## config.mk

```make
export PLATFORM = sky130hd
export DESIGN_NAME = bp_addr_cmp
export DESIGN_NICKNAME = d
export VERILOG_FILES = /design/src/rtl/bpcmp_pkg.sv /design/src/rtl/bp_slot_window.sv /design/src/rtl/bp_slot_check.sv /design/src/rtl/bp_addr_cmp.sv
export SDC_FILE = /design/constraint.sdc
export NUM_CORES = 1
export LEC_CHECK = 0
export ABC_CLOCK_PERIOD_IN_PS = 8100
export BUFFER_PORTS_ARGS = -buffer_cell sky130_fd_sc_hd__buf_2
export CORE_MARGIN = 1.5
export CORE_UTILIZATION = 59
export DETAILED_ROUTE_END_ITERATION = 10
export PLACE_DENSITY = 0.93
export SETUP_SLACK_MARGIN = 0.1
export SYNTH_ARGS = -nofsm -noshare
export SYNTH_HDL_FRONTEND = slang
export SYNTH_HIERARCHICAL = 1
export SYNTH_SLANG_ARGS = --single-unit
export TNS_END_PERCENT = 100
```

## constraint.sdc

```tcl
create_clock -name clk -period 8.1 [get_ports clk]
set_input_delay 2.43 -clock clk [delete_from_list [all_inputs] [get_ports clk]]
set_output_delay 2.43 -clock clk [all_outputs]
set_load 0.01 [all_outputs]
```

## src/rtl/bpcmp_pkg.sv

```systemverilog
// Shared definitions for the breakpoint comparator.
// Assumes access kinds arrive as a 2-bit code and slot length codes as 2 bits.
package bpcmp_pkg;

    typedef enum logic [1:0] {
        KIND_READ  = 2'b00,
        KIND_WRITE = 2'b01,
        KIND_IO    = 2'b10,
        KIND_RSVD  = 2'b11
    } access_kind_e;

    localparam logic [1:0] TYPE_WRONLY = 2'b01;
    localparam logic [1:0] TYPE_IO     = 2'b10;
    localparam logic [1:0] TYPE_RDWR   = 2'b11;

    // Low-bit mask for a length code: 00->1 byte, 01->2, 11->4, 10->8.
    function automatic logic [2:0] len_to_mask(input logic [1:0] code);
        case (code)
            2'b00:   len_to_mask = 3'd0;
            2'b01:   len_to_mask = 3'd1;
            2'b11:   len_to_mask = 3'd3;
            default: len_to_mask = 3'd7;
        endcase
    endfunction

endpackage

```

## src/rtl/bp_slot_window.sv

```systemverilog
// Turns one slot address and its length code into an inclusive aligned window.
// Assumes ADDR_W >= 3. The window end never wraps, because the start is
// aligned to the window size.
module bp_slot_window
    import bpcmp_pkg::*;
#(
    parameter int ADDR_W = 32
) (
    input  logic [ADDR_W-1:0] base_addr,
    input  logic [1:0]        len_code,
    output logic [ADDR_W-1:0] win_lo,
    output logic [ADDR_W-1:0] win_hi
);

    logic [ADDR_W-1:0] low_mask;

    // Align the slot address down and add the size mask to get the last byte.
    always_comb begin
        low_mask = ADDR_W'(len_to_mask(len_code));
        win_lo   = base_addr & ~low_mask;
        win_hi   = win_lo | low_mask;
    end

endmodule

```

## src/rtl/bp_slot_check.sv

```systemverilog
// Decides whether one slot matches the current access: the spans overlap,
// the slot is enabled and its type code accepts the access kind.
// Assumes the access span end is given one bit wider so that it cannot wrap.
module bp_slot_check
    import bpcmp_pkg::*;
#(
    parameter int ADDR_W = 32
) (
    input  logic [ADDR_W-1:0] span_lo,
    input  logic [ADDR_W:0]   span_hi,
    input  logic [ADDR_W-1:0] win_lo,
    input  logic [ADDR_W-1:0] win_hi,
    input  logic [1:0]        type_code,
    input  access_kind_e      kind,
    input  logic              slot_en,
    output logic              slot_hit
);

    logic overlap;
    logic kind_ok;

    // Inclusive overlap of [span_lo, span_hi] with [win_lo, win_hi].
    always_comb overlap = (span_lo <= win_hi) && (span_hi >= {1'b0, win_lo});

    // Type acceptance per access kind.
    always_comb begin
        case (kind)
            KIND_READ:  kind_ok = (type_code == TYPE_RDWR);
            KIND_WRITE: kind_ok = (type_code == TYPE_RDWR) || (type_code == TYPE_WRONLY);
            KIND_IO:    kind_ok = (type_code == TYPE_IO);
            default:    kind_ok = 1'b0;
        endcase
    end

    // Combine the three conditions.
    always_comb slot_hit = overlap && kind_ok && slot_en;

endmodule

```

## src/rtl/bp_addr_cmp.sv

```systemverilog
// Compares one access against NUM_SLOTS breakpoint slots and registers the
// per-slot result together with an any-match pulse.
// Control layout: enable pair at bits 2n/2n+1, type at 16+4n, length at 18+4n.
// Assumes NUM_SLOTS <= 8 (so the enable bits stay below bit 16) and an
// access size between 1 and 8.
module bp_addr_cmp
    import bpcmp_pkg::*;
#(
    parameter int ADDR_W    = 32,
    parameter int NUM_SLOTS = 4,
    parameter int SIZE_W    = 4
) (
    input  logic                        clk,
    input  logic                        rst_n,
    input  logic                        acc_valid,
    input  logic [ADDR_W-1:0]           acc_addr,
    input  logic [SIZE_W-1:0]           acc_size,
    input  logic [1:0]                  acc_kind,
    input  logic [NUM_SLOTS*ADDR_W-1:0] slot_addr,
    input  logic [16+4*NUM_SLOTS-1:0]   bp_ctrl,
    input  logic                        dbg_ext_en,
    output logic [NUM_SLOTS-1:0]        match_vec,
    output logic                        hit
);

    localparam int SPAN_W  = ADDR_W + 1;
    localparam int EN_BITS = 2 * NUM_SLOTS;
    localparam int TYPE_LO = 16;

    access_kind_e          kind;
    logic [SPAN_W-1:0]     span_hi;
    logic                  any_enable;
    logic                  compare_on;
    logic [NUM_SLOTS-1:0]  raw_hit;

    // Decode the access kind and the inclusive last byte of the access.
    always_comb begin
        kind    = access_kind_e'(acc_kind);
        span_hi = {1'b0, acc_addr} + SPAN_W'(acc_size) - SPAN_W'(1);
    end

    // Global gate: a strobe, at least one enable bit, and I/O only with extensions on.
    always_comb begin
        any_enable = |bp_ctrl[EN_BITS-1:0];
        compare_on = acc_valid && any_enable && !((kind == KIND_IO) && !dbg_ext_en);
    end

    generate
        if (EN_BITS < TYPE_LO) begin : g_spare
            logic ctrl_unused;
            // Control bits between the enables and the slot fields carry no function.
            always_comb ctrl_unused = ^bp_ctrl[TYPE_LO-1:EN_BITS];
        end

        for (genvar n = 0; n < NUM_SLOTS; n++) begin : g_slot
            logic [ADDR_W-1:0] win_lo;
            logic [ADDR_W-1:0] win_hi;

            bp_slot_window #(.ADDR_W(ADDR_W)) u_win (
                .base_addr (slot_addr[n*ADDR_W +: ADDR_W]),
                .len_code  (bp_ctrl[TYPE_LO + 4*n + 2 +: 2]),
                .win_lo    (win_lo),
                .win_hi    (win_hi)
            );

            bp_slot_check #(.ADDR_W(ADDR_W)) u_chk (
                .span_lo   (acc_addr),
                .span_hi   (span_hi),
                .win_lo    (win_lo),
                .win_hi    (win_hi),
                .type_code (bp_ctrl[TYPE_LO + 4*n +: 2]),
                .kind      (kind),
                .slot_en   (|bp_ctrl[2*n +: 2]),
                .slot_hit  (raw_hit[n])
            );
        end
    endgenerate

    // Output register: result for a strobed access, zero otherwise.
    always_ff @(posedge clk) begin
        if (!rst_n) begin
            match_vec <= '0;
            hit       <= 1'b0;
        end else if (compare_on) begin
            match_vec <= raw_hit;
            hit       <= |raw_hit;
        end else begin
            match_vec <= '0;
            hit       <= 1'b0;
        end
    end

endmodule

```

==> run_results.csv <==
group,metric,value,unit
yosys,ys_seq_area_share,0.949,%
clocking,clock-sinks,5,
power_and_ir_drop,p_per_area,89.7,nW/um^2
detailed_routing,drc,0,
detailed_routing,via_per_inst,5.81,
floorplan,io_pins,207,
yosys,syn_nets,1986,
floorplan,dieArea,18700,sq um
yosys,synth_most_common_cell,"inv_1",
flow_run,maxCapViolCount,0,
power_and_ir_drop,p_int,0.000415,W
yosys,synth_ff_type,"dfxtp_1",
critical_path,crit_arrival,7.39,ns
critical_path,crit_chain,"buf_2, inv_1, ha_1, inv_1, ha_1, fa_1, a21o_1, a221oi_2, nor2_2, nor4_4, o21bai_2, a221oi_2, xnor2_1, ha_1, nand3_1, o211ai_1, a21o_1, a2111oi_0, a22oi_2, inv_1, a41oi_1",
global_route,grt_pass1_wl,44.0,mm
timing,period_share,90.1,%
clocking,cts_max_path_buffers,2,
timing,fin_crit,7.30,ns
yosys,async_flop_share,0,%
timing,grt_setup_unrepaired,"false",
power_and_ir_drop,fin_total_pwr,0.000911,W
timing,fmax,137,MHz
layout,nNetsFinal,1954,
yosys,ys_types,65,
power_and_ir_drop,p_sw,0.000496,W
place,port_buffers,198,
global_route,gr-total-overflow,0,
layout,drive_gt1_share,16.7,%
clocking,tritoncts,"built",
critical_path,required,8.19,ns
timing,finalHoldViolations,0,
layout,area_growth,-3.71,%
timing,drv_slew,0,
clocking,postCtsSetupBuffers,0,
yosys,synth_common_cells,"inv_1 (310), ha_1 (291), buf_4 (232), a21oi_1 (141), nand2_1 (93)",
clocking,cts-buffers-inserted,3,
min_path,worstHoldPathType,"input pin to register",
timing,fin_tns_setup,0,ns
detailed_routing,ant_nets,0,
clocking,clk_pin_slew,0.03,ns
detailed_routing,drtIter0Drc,617,
timing,tightest_slew,0.736,ns
power_and_ir_drop,combinationalPowerShare,88.3,%
critical_path,path_class,"input pin to register",
clocking,hold_buffers,0,
floorplan,fp-row-count,48,
critical_path,crit_path_end_kind,"register",
yosys,mappedNetlistArea,10500,sq um
floorplan,dieWidth,137,microns
global_route,antenna_found_initial,1,
power_and_ir_drop,p_seq_share,2.8,%
place,hpwl,25.0,mm
yosys,synth-edff-count,0,
critical_path,cpPeakStageDelay,0.69,ns
yosys,synth_top_area_share,34.5,%
yosys,ys_warn_count,6,
floorplan,core-area,17400,sq um
clocking,htreeDepth,1,
timing,maxSlewHeadroom,49.6,%
yosys,ys_seq_elements,5,
yosys,syn_inst,1492,
place,pre_cts_slack,0.622,ns
global_route,grt_use_total,29.5,%
detailed_routing,vias,9792,
power_and_ir_drop,switching_share,54.5,%
global_route,grt_pass1_vias,9750,
timing,setup_viol,0,
outcome,outcome,"finished, final reports clean",
yosys,synth_area_leaders,"ha_1 (35%), buf_4 (17%), inv_1 (11%)",
detailed_routing,routed_wl,28.2,mm
global_route,grt_max_degree,13,
critical_path,cp-start-kind,"input pin",
yosys,syn_avg_cell_area,7.07,sq um
clocking,cts-root-buf,"clkbuf_16",
power_and_ir_drop,leakage,6.07,nW
power_and_ir_drop,p_clk_share,8.9,%
place,globalplace.congestion,0.982,
timing,finalWorstSetupSlack,0.803,ns
critical_path,slowest_stage,"a2111oi_0",
power_and_ir_drop,peakVddDrop,51.9,uV
detailed_routing,first_pass_iters,6,
yosys,synth.largest_area_cell,"ha_1",
timing,whs,2.58,ns
critical_path,crit_path_max_fanout,7,
floorplan,fp.dieH,137,microns
clocking,cts_resized,0,
floorplan,start_util,60.8,%
detailed_routing,wl_per_cell,16.7,microns
-- layer usage --
layer / vias up / share of wire, % / GRT usage, %
met5: - / 0 / 0
met3: 88 / 7.5 / 2.70
li1: 4795 / - / -
met4: 0 / 4.5 / 12.9
met1: 4496 / 41 / 35.4
met2: 413 / 47 / 53.2
-- cell usage in the layout, fill, tap and decap left out, drive strengths merged, types with 5 or more instances in the layout --
cell type  count
xor2          11
dfxtp          5
buf          200
a211oi        13
o21ai         55
nand2         93
or3            6
ha           291
or2           10
nor4           9
nand2b        14
nand4         36
and4           5
xnor2         17
o21bai         5
nand3         41
or4            6
a221oi         8
a21oi        141
and2           6
o211ai        15
a21o          30
nor2          57
nor3          10
inv          310
-- registers in the layout, indices dropped and copies added, names as in the netlist --
signal,flops
match_vec,4
hit,1
-- cell families after synthesis --
logic type      after synthesis  synth area share [%]
flops                         5                 0.949
simple gates                314                  16.1
fa+ha+maj                   292                  34.7
compound gates              305                  18.1
xor+xnor                     28                  2.33
mux                           1                0.0949
buf+inv                     547                  27.7
-- per-stage QoR --
stage / utilization (%) / cells / cell area, sq um
after global routing: 58.5 / 1685 / 10200
after global placement: 58.0 / 1680 / 10100
after detailed placement: 58.0 / 1680 / 10100
after CTS: 58.5 / 1684 / 10200
final: 58.5 / 1685 / 10200
after floorplan: - / 1492 / 10500
-- cell type report --
class | instances | area [sq um]
multi-input cells | 940 | 7520
fillers | 1526 | 7200
inverters | 310 | 1160
repair buffers | 200 | 1010
well taps | 225 | 282
flip-flops and latches | 5 | 100
clock buffers | 4 | 78.8
diodes | 1 | 2.50
-- worst max-delay path: cells and delay by family --
family / cells / cell delay [ns]
adder cells (fa/ha/maj): 4 / 1.27
XOR/XNOR: 1 / 0.33
AND/OR/NAND/NOR: 3 / 0.62
buffers and inverters: 4 / 0.36
AO/OA/AOI/OAI: 9 / 2.37
-- path summary, 6_finish.rpt --
kind	start	to	slack, ns	cells after the start
max	acc_addr[1]	hit	0.80	21
min	acc_valid	match_vec[3]	2.58	3
-- power by group through the flow --
stage          clock network [W]  logic, W  registers (W)
6_report               0.0000810  0.000804      0.0000257
5_1_grt                0.0000831  0.000904      0.0000257
4_1_cts                0.0000821  0.000787      0.0000257
3_5_place_dp                   0  0.000782      0.0000260
3_3_place_gp                   0  0.000737      0.0000260
2_1_floorplan                  0  0.000610      0.0000264
Note: power is estimated with default switching activity, not from simulation.
